--- config.mk ---
export PLATFORM = sky130hd
export DESIGN_NAME = bridge_claim_steer
export DESIGN_NICKNAME = d
export VERILOG_FILES = /design/src/rtl/bcs_pkg.sv /design/src/rtl/bcs_win_match.sv /design/src/rtl/bcs_id_match.sv /design/src/rtl/bcs_steer.sv /design/src/rtl/bridge_claim_steer.sv
export SDC_FILE = /design/constraint.sdc
export NUM_CORES = 1
export LEC_CHECK = 0
export ABC_AREA = 1
export BUFFER_PORTS_ARGS = -buffer_cell sky130_fd_sc_hd__buf_2
export CORE_MARGIN = 5
export CORE_UTILIZATION = 52
export CTS_CLUSTER_DIAMETER = 30
export DETAILED_ROUTE_END_ITERATION = 10
export PLACE_DENSITY = 0.81
export SLEW_MARGIN = 40
export SYNTH_ARGS = -nofsm -noshare
export SYNTH_HDL_FRONTEND = slang
export SYNTH_HIERARCHICAL = 1
export SYNTH_SLANG_ARGS = --single-unit
--- constraint.sdc ---
create_clock -name clk -period 2 [get_ports clk]
set_input_delay 0.3 -clock clk [delete_from_list [all_inputs] [get_ports clk]]
set_output_delay 0.3 -clock clk [all_outputs]
set_load 0.02 [all_outputs]
--- src/rtl/bcs_pkg.sv ---
package bcs_pkg;
  typedef enum logic [1:0] {
    RT_ADDR = 2'b00,
    RT_ID   = 2'b01,
    RT_IMPL = 2'b10,
    RT_RSVD = 2'b11
  } route_e;

  localparam int unsigned NUM_WIN = 3;
endpackage

--- src/rtl/bcs_win_match.sv ---
module bcs_win_match #(
  parameter int unsigned AW = 64
) (
  input  logic [AW-1:0] addr,
  input  logic [AW-1:0] lo,
  input  logic [AW-1:0] hi,
  output logic          hit
);
  logic enabled;
  assign enabled = (hi >= lo);
  assign hit     = enabled && (addr >= lo) && (addr <= hi);
endmodule

--- src/rtl/bcs_id_match.sv ---
module bcs_id_match #(
  parameter int unsigned BW = 8,
  parameter int unsigned DW = 5,
  parameter int unsigned FW = 3
) (
  input  logic [BW-1:0] bus,
  input  logic [DW-1:0] dev,
  input  logic [FW-1:0] fn,
  input  logic [BW-1:0] sec_bus,
  input  logic [BW-1:0] sub_bus,
  input  logic [BW-1:0] own_bus,
  input  logic [DW-1:0] own_dev,
  input  logic [FW-1:0] own_fn,
  output logic          hit
);
  logic in_range;
  logic is_self;
  assign in_range = (bus >= sec_bus) && (bus <= sub_bus);
  assign is_self  = (bus == own_bus) && (dev == own_dev) && (fn == own_fn);
  assign hit      = in_range || is_self;
endmodule

--- src/rtl/bcs_steer.sv ---
module bcs_steer #(
  parameter int unsigned NF  = 4,
  parameter int unsigned IDX = 0
) (
  input  logic          own_claim,
  input  logic [NF-2:0] peer_claim,
  input  logic          err_port,
  input  logic          err_fn,
  output logic [NF-1:0] log_vec,
  output logic          orphan
);
  logic [NF-1:0] owners;

  for (genvar i = 0; i < NF; i++) begin : g_own
    if (i == IDX) begin : g_self
      assign owners[i] = own_claim;
    end else if (i < IDX) begin : g_lo
      assign owners[i] = peer_claim[i];
    end else begin : g_hi
      assign owners[i] = peer_claim[i-1];
    end
  end

  always_comb begin
    if (err_port)    log_vec = '1;
    else if (err_fn) log_vec = owners;
    else             log_vec = '0;
  end

  assign orphan = err_fn && !err_port && (owners == '0);
endmodule

--- src/rtl/bridge_claim_steer.sv ---
module bridge_claim_steer
  import bcs_pkg::*;
#(
  parameter int unsigned ADDR_W     = 64,
  parameter int unsigned BUS_W      = 8,
  parameter int unsigned DEV_W      = 5,
  parameter int unsigned FN_W       = 3,
  parameter int unsigned NUM_FN     = 4,
  parameter int unsigned BRIDGE_IDX = 0
) (
  input  logic              clk,
  input  logic              rst,
  input  logic              hdr_vld,
  input  logic [1:0]        route,
  input  logic              from_sec,
  input  logic [ADDR_W-1:0] addr,
  input  logic [BUS_W-1:0]  dst_bus,
  input  logic [DEV_W-1:0]  dst_dev,
  input  logic [FN_W-1:0]   dst_fn,
  input  logic              err_port,
  input  logic              err_fn,
  input  logic [NUM_FN-2:0] peer_claim,
  input  logic [31:0]       io_base,
  input  logic [31:0]       io_limit,
  input  logic [31:0]       mem_base,
  input  logic [31:0]       mem_limit,
  input  logic [ADDR_W-1:0] pf_base,
  input  logic [ADDR_W-1:0] pf_limit,
  input  logic [BUS_W-1:0]  sec_bus,
  input  logic [BUS_W-1:0]  sub_bus,
  input  logic [BUS_W-1:0]  own_bus,
  input  logic [DEV_W-1:0]  own_dev,
  input  logic [FN_W-1:0]   own_fn,
  output logic              claim,
  output logic [NUM_FN-1:0] log_en,
  output logic              unclaimed
);
  localparam int unsigned PAD_W = ADDR_W - 32;

  logic [ADDR_W-1:0]  win_lo [NUM_WIN];
  logic [ADDR_W-1:0]  win_hi [NUM_WIN];
  logic [NUM_WIN-1:0] win_hit;
  logic               id_hit;
  logic               claim_d;
  logic [NUM_FN-1:0]  log_d;
  logic               orphan_d;
  route_e             rt;

  assign rt = route_e'(route);

  // 32-bit windows are zero-extended, so any address with upper bits set misses them
  assign win_lo[0] = {{PAD_W{1'b0}}, io_base};
  assign win_hi[0] = {{PAD_W{1'b0}}, io_limit};
  assign win_lo[1] = {{PAD_W{1'b0}}, mem_base};
  assign win_hi[1] = {{PAD_W{1'b0}}, mem_limit};
  assign win_lo[2] = pf_base;
  assign win_hi[2] = pf_limit;

  for (genvar w = 0; w < NUM_WIN; w++) begin : g_win
    bcs_win_match #(.AW(ADDR_W)) u_win (
      .addr (addr),
      .lo   (win_lo[w]),
      .hi   (win_hi[w]),
      .hit  (win_hit[w])
    );
  end

  bcs_id_match #(.BW(BUS_W), .DW(DEV_W), .FW(FN_W)) u_id (
    .bus     (dst_bus),
    .dev     (dst_dev),
    .fn      (dst_fn),
    .sec_bus (sec_bus),
    .sub_bus (sub_bus),
    .own_bus (own_bus),
    .own_dev (own_dev),
    .own_fn  (own_fn),
    .hit     (id_hit)
  );

  always_comb begin
    unique case (rt)
      RT_ADDR: claim_d = from_sec || (|win_hit);
      RT_ID:   claim_d = from_sec || id_hit;
      RT_IMPL: claim_d = 1'b1;
      default: claim_d = 1'b0;
    endcase
  end

  bcs_steer #(.NF(NUM_FN), .IDX(BRIDGE_IDX)) u_steer (
    .own_claim  (claim_d),
    .peer_claim (peer_claim),
    .err_port   (err_port),
    .err_fn     (err_fn),
    .log_vec    (log_d),
    .orphan     (orphan_d)
  );

  always_ff @(posedge clk) begin
    if (rst) begin
      claim     <= 1'b0;
      log_en    <= '0;
      unclaimed <= 1'b0;
    end else if (hdr_vld) begin
      claim     <= claim_d;
      log_en    <= log_d;
      unclaimed <= orphan_d;
    end else begin
      unclaimed <= 1'b0;
    end
  end
endmodule

**Word-level counts from Yosys, hierarchy flattened**

Index checks and enable logic that the tools add are counted.

- Bits in registers: 6

- $lt $le $gt $ge: 11
- Equality and inequality tests: 5
- Mux-type cells: 3
- Bitwise logic cells: 1
- Reduce and logical (&&, ||, !) cells: 19

Operators with widths:

| cell | count |
|---|---|
| greater-or-equal comparator 64 x 32 -> 1 bit | 2 |
| greater-or-equal comparator 64 bit | 2 |
| <= comparator 64 x 32 -> 1 bit | 2 |
| greater-or-equal comparator 32 bit | 2 |
| <= comparator 64 bit | 1 |
| logical AND 1 bit | 11 |
| equality test 8 bit | 1 |
| greater-or-equal comparator 8 bit | 1 |
| <= comparator 8 bit | 1 |
| 2-to-1 mux 4 bit | 2 |
| equality test 5 bit | 1 |
| logical NOT 4 bit | 1 |
| equality test 3 bit | 1 |
| logical OR 1 bit | 3 |
| case mux 1 bit (3 select lines) | 1 |
| OR reduction 3 bit | 1 |
| equality test 2 x 1 -> 1 bit (second input constant) | 1 |
| equality test 2 bit (second input constant) | 1 |
| logical NOT 2 bit | 1 |
| OR reduction 2 bit | 1 |
| logical NOT 1 bit | 1 |
| NOT 1 bit | 1 |

**Logic depth before layout (Yosys ltp)**

- Depth after elaboration: 8
- Depth in mapped cells: 26

**By module**

The synthesis kept the hierarchy.

Modules (own cells, without submodules):

| module | instances | cells an instance | area an instance (µm²) |
|---|---|---|---|
| bcs_win_match | 3 | 799 | 4982.3 |
| bcs_id_match | 1 | 119 | 659.4 |
| bridge_claim_steer | 1 | 39 | 257.7 |
| bcs_steer | 1 | 14 | 52.6 |

**Worst setup path before layout**

Ideal clock, no wire load.

- Kind: input to register
- Start: input pf_limit[63]
- End: register unclaimed
- Library setup time: 64 ps
- Arrival: 1929 ps
- Required time: 1936 ps
- Path slack: 8 ps
- Stages on the path: 19
- Path through: inv_1 > ha_1 > nand2_2 > nor2_4 > nand2_2 > nor2_2 > nand4_1 > o21bai_1 > a21oi_1 > nor2_1 > nor2_1 > nand2_1 > nand2_1 > nand2_1 > nor2_1 > nand2_1 > nor2_1 > nand2_1 > nor2_1

- Longest elaborated chain between the ends: 8
- Elaborated cells between the ends (all ways): 9
- Those cells by class: order compare (2); mux (1); reduce/logical (6)

Ends and longest elaborated chain:

| item | RTL line | source |
|---|---|---|
| from (decl) | bridge_claim_steer.sv:28 | `input logic [ADDR_W-1:0] pf_limit,` |
| greater-or-equal comparator 64 bit | bcs_win_match.sv:10 | `assign enabled = (hi >= lo);` |
| logical AND 1 bit | bcs_win_match.sv:11 | `assign hit = enabled && (addr >= lo) && (addr <= hi);` |
| logical AND 1 bit (*) | bcs_win_match.sv:11 |  |
| net win_hit[2] | bridge_claim_steer.sv:42 | `logic [NUM_WIN-1:0] win_hit;` |
| OR reduction 3 bit (*) | bridge_claim_steer.sv:82 | `RT_ADDR: claim_d = from_sec \|\| (\|win_hit);` |
| logical OR 1 bit (*) | bridge_claim_steer.sv:82 |  |
| case mux 1 bit (3 select lines) (*) | bridge_claim_steer.sv:81 | `unique case (rt)` |
| net claim_d | bridge_claim_steer.sv:44 | `logic claim_d;` |
| logical NOT 4 bit (*) | bcs_steer.sv:30 | `assign orphan = err_fn && !err_port && (owners == '0);` |
| logical AND 1 bit (*) | bcs_steer.sv:30 |  |
| net orphan_d | bridge_claim_steer.sv:46 | `logic orphan_d;` |
| to (signal assigned) | bridge_claim_steer.sv:106 | `unclaimed <= orphan_d;` |
| to (decl) | bridge_claim_steer.sv:36 | `output logic unclaimed` |

Mark *: on every way through the listed nets, which the timed path passes. The rest lies on a longest branch.
A chain may end at the register's enable or synchronous reset.

**Worst setup path in the final report**

- Start: input addr[13]
- End: register unclaimed

- Longest elaborated chain between the ends: 8
- Elaborated cells between the ends (all ways): 17
- Those cells by class: order compare (6); mux (1); reduce/logical (10)

Ends and longest elaborated chain:

| item | RTL line | source |
|---|---|---|
| from (decl) | bridge_claim_steer.sv:16 | `input logic [ADDR_W-1:0] addr,` |
| greater-or-equal comparator 64 x 32 -> 1 bit | bcs_win_match.sv:11 |  |
| logical AND 1 bit | bcs_win_match.sv:11 |  |
| logical AND 1 bit (*) | bcs_win_match.sv:11 |  |
| net win_hit[1] | bridge_claim_steer.sv:42 |  |
| OR reduction 3 bit (*) | bridge_claim_steer.sv:82 |  |
| logical OR 1 bit (*) | bridge_claim_steer.sv:82 |  |
| case mux 1 bit (3 select lines) (*) | bridge_claim_steer.sv:81 |  |
| net claim_d | bridge_claim_steer.sv:44 |  |
| logical NOT 4 bit (*) | bcs_steer.sv:30 |  |
| logical AND 1 bit (*) | bcs_steer.sv:30 |  |
| net orphan_d | bridge_claim_steer.sv:46 |  |

Marked as above.

==> qor.yml <==
timing:
  clock.fmax_ghz: 0.427
  hold_viol: 0
  hold_slack_ns: 0.323
  fin_skew_ns: 0
  fin_ws_ns: -0.343
  fin_crit_sh: 1.17
  setup_viol: 3
  rsz0062_at_grt: "yes"
  layout_min_cycle_time_ns: 2.34
  slew_violations: 0
detailed_routing:
  drc: 0
  dr.pass1.iters: 5
  routedWlPerCell_um: 14.1
  via_per_inst: 4.96
  antenna_left: 0
  drtIter0Drc: 763
  drt_wl_total_mm: 52.1
  vias: 18400
clocking:
  clockBufferDepth: 2
  hold_buffers: 0
  clk_latency_ns: 0.23
  cts_tree: "built"
  htreeDepth: 1
  clock-sinks: 6
  cts_buffers: 3
  cts_root_buf: "clkbuf_16"
  clk_pin_slew_ns: 0.03
grt:
  grt.overflow.total: 0
  grt_max_degree: 9
  grt.total_usage: 0.281
  grt_pass1_wl_mm: 80.5
  antenna_found_initial: 5
  grt_pass1_vias: 18200
synth:
  synth_top_cell_by_area: "ha_1"
  yosys.area_share.simple: 0.260
  synth.distinct_cells: 26
  avgSynthCellArea_um2: 6.20
  synth_seq_cells: 6
  synth_compound_area_frac: 0.123
  yosys.area_share.xor_xnor: 0.00550
  netlist_area_mm2: 0.0159
  synth_warnings: 6
  synthMuxAreaShare: 0
  yosysSeqAreaShare: 0.00755
  synth_top_area_share: 0.465
  synth_fa_ha_area_frac: 0.465
  synth_top_family_by_area: "adder cells"
  synth_area_leaders: "ha_1 (47%), nand2_1 (17%), inv_1 (14%)"
  synthCells: 2569
pwr:
  swShare: 0.520
  pwr-share-comb: 0.905
  powerDensity_mw_per_mm2: 220
  p_switching_mw: 2.51
  ir_drop_uv: 376
  intPower_mw: 2.32
  seq_power_share: 0.027
  pwr-share-clk: 0.068
  leakage_nw: 13.2
placement:
  portBuffers: 384
  hpwl_mm: 45.3
  place_congestion: 0.923
floorplan:
  design.die.area_mm2: 0.0342
  initial_utilization: 0.523
  coreArea_mm2: 0.0304
  io_pins: 385
  placementRows: 64
  die_width_um: 185
  die_y_um: 185
worst_setup_path:
  path_cells: "buf_8 -> buf_6 -> ha_4 -> nand2_2 -> nor2_4 -> nand4_1 -> nor2_2 -> nand2_1 -> nand2_1 -> o21bai_1 -> a21oi_1 -> nor2_1 -> nor2_1 -> nand2_1 -> nand2_1 -> nand2_1 -> nor2_1 -> nand2_1 -> nor2_1 -> nand2_1 -> nor2_1"
  worstPathArrival_ns: 2.51
  path_buf_inv: 2
  path_class: "in -> reg"
  worst_path_most_repeated_cell: "nand2_1"
  crit_family: "simple AND/OR/NAND/NOR gates"
  cp.required_ns: 2.17
  startpoint_type: "input port"
  end_kind: "flip-flop"
  critical_path.max_stage_delay_ns: 0.27
  crit_fanout: 4
  crit_path_top_delay_cell: "ha_4"
finish:
  fin_util: 0.722
  fillers: 2431
  mostFrequentLayoutCells: "nand2_1 (649), inv_1 (568), ha_1 (511)"
  multi_input_area_mm2: 0.0158
  layout_commonest_cell: "nand2_1"
  nNetsFinal: 4274
  drive_gt1_frac: 0.246
  syn_to_final_growth_pct: 38.1
  seq_area_um2: 120
outcome:
  violations: "setup timing"
  status: "finished with violations"
run:
  maxCapViolCount: 0
hold_path:
  min_path_type: "in -> reg"
stage by stage:
step           total power, mW  TNS (ns)  instances  cell area (um^2)  setup WS, ns
5_1_grt                   5.45     -1.35       3702             22000        -0.590
6_report                  4.83    -0.770       3703             22000        -0.343
2_1_floorplan             2.46         0       2760             16600       0.00755
3_5_place_dp              3.88     -1.80       3687             20200        -0.684
4_1_cts                   4.49    -0.597       3692             21300        -0.309
3_3_place_gp              3.70     -1.80       3687             20200        -0.696
flip-flops by register name (all words and copies together), names as in the netlist:
name,flops
unclaimed,1
log_en,4
claim,1
cell families after synthesis:
group	after synthesis
AND/OR/NAND/NOR	1009
adder cells (fa/ha/maj)	592
buffers and inverters	587
AO/OA/AOI/OAI	364
XOR/XNOR	10
flip-flops	6
other	1
what timing repair did:
action	4_1_cts	5_1_grt
resized for setup	201	115
setup buffers	2	5
pin swaps	100	65
cloned	0	0
setup endpoints to repair	3	3
power groups by stage:
stage	combinational (mW)	clock, mW	sequential [mW]
detailed placement	3.75	0	0.133
finish	4.37	0.328	0.132
CTS	4.03	0.335	0.131
floorplan	2.32	0	0.141
global route	4.98	0.342	0.133
global placement	3.56	0	0.133
synth_stat cells, drive strengths merged:
master / n
o21a: 12
ha: 592
nor4: 3
a21o: 35
and3: 3
o21ai: 60
nor3: 15
dfxtp: 6
nor2b: 3
o21bai: 6
nor2: 211
nand2: 716
xor2: 10
inv: 586
a21oi: 251
nand4: 41
buf: 1
nand3: 17
conb: 1
cell type report:
cell class | count | share of cell area
Multi-Input combinational cell | 2167 | 0.719
Timing Repair Buffer | 539 | 0.149
Inverter | 586 | 0.100
Tap cell | 396 | 0.0225
Sequential cell | 6 | 0.00547
Clock buffer | 3 | 0.00342
Antenna cell | 6 | 0.000683
metal layers:
metal | track usage | routed length [um] | up-vias
li1 | - | - | 9533
met1 | 0.324 | 21000 | 8191
met2 | 0.544 | 26300 | 520
met3 | 0.0194 | 2960 | 118
met4 | 0.0916 | 1840 | 0
met5 | 0 | 0 | -
path summary, 6_finish.rpt:
kind	startpoint	to	slack (ns)	cells past startpoint
max	addr[13]	unclaimed	-0.34	21
min	rst	log_en[2]	0.32	2
max reg2reg	claim	claim	1.36	4
min reg2reg	log_en[2]	log_en[2]	0.46	2
No activity file was read; power rests on OpenSTA's default activity.
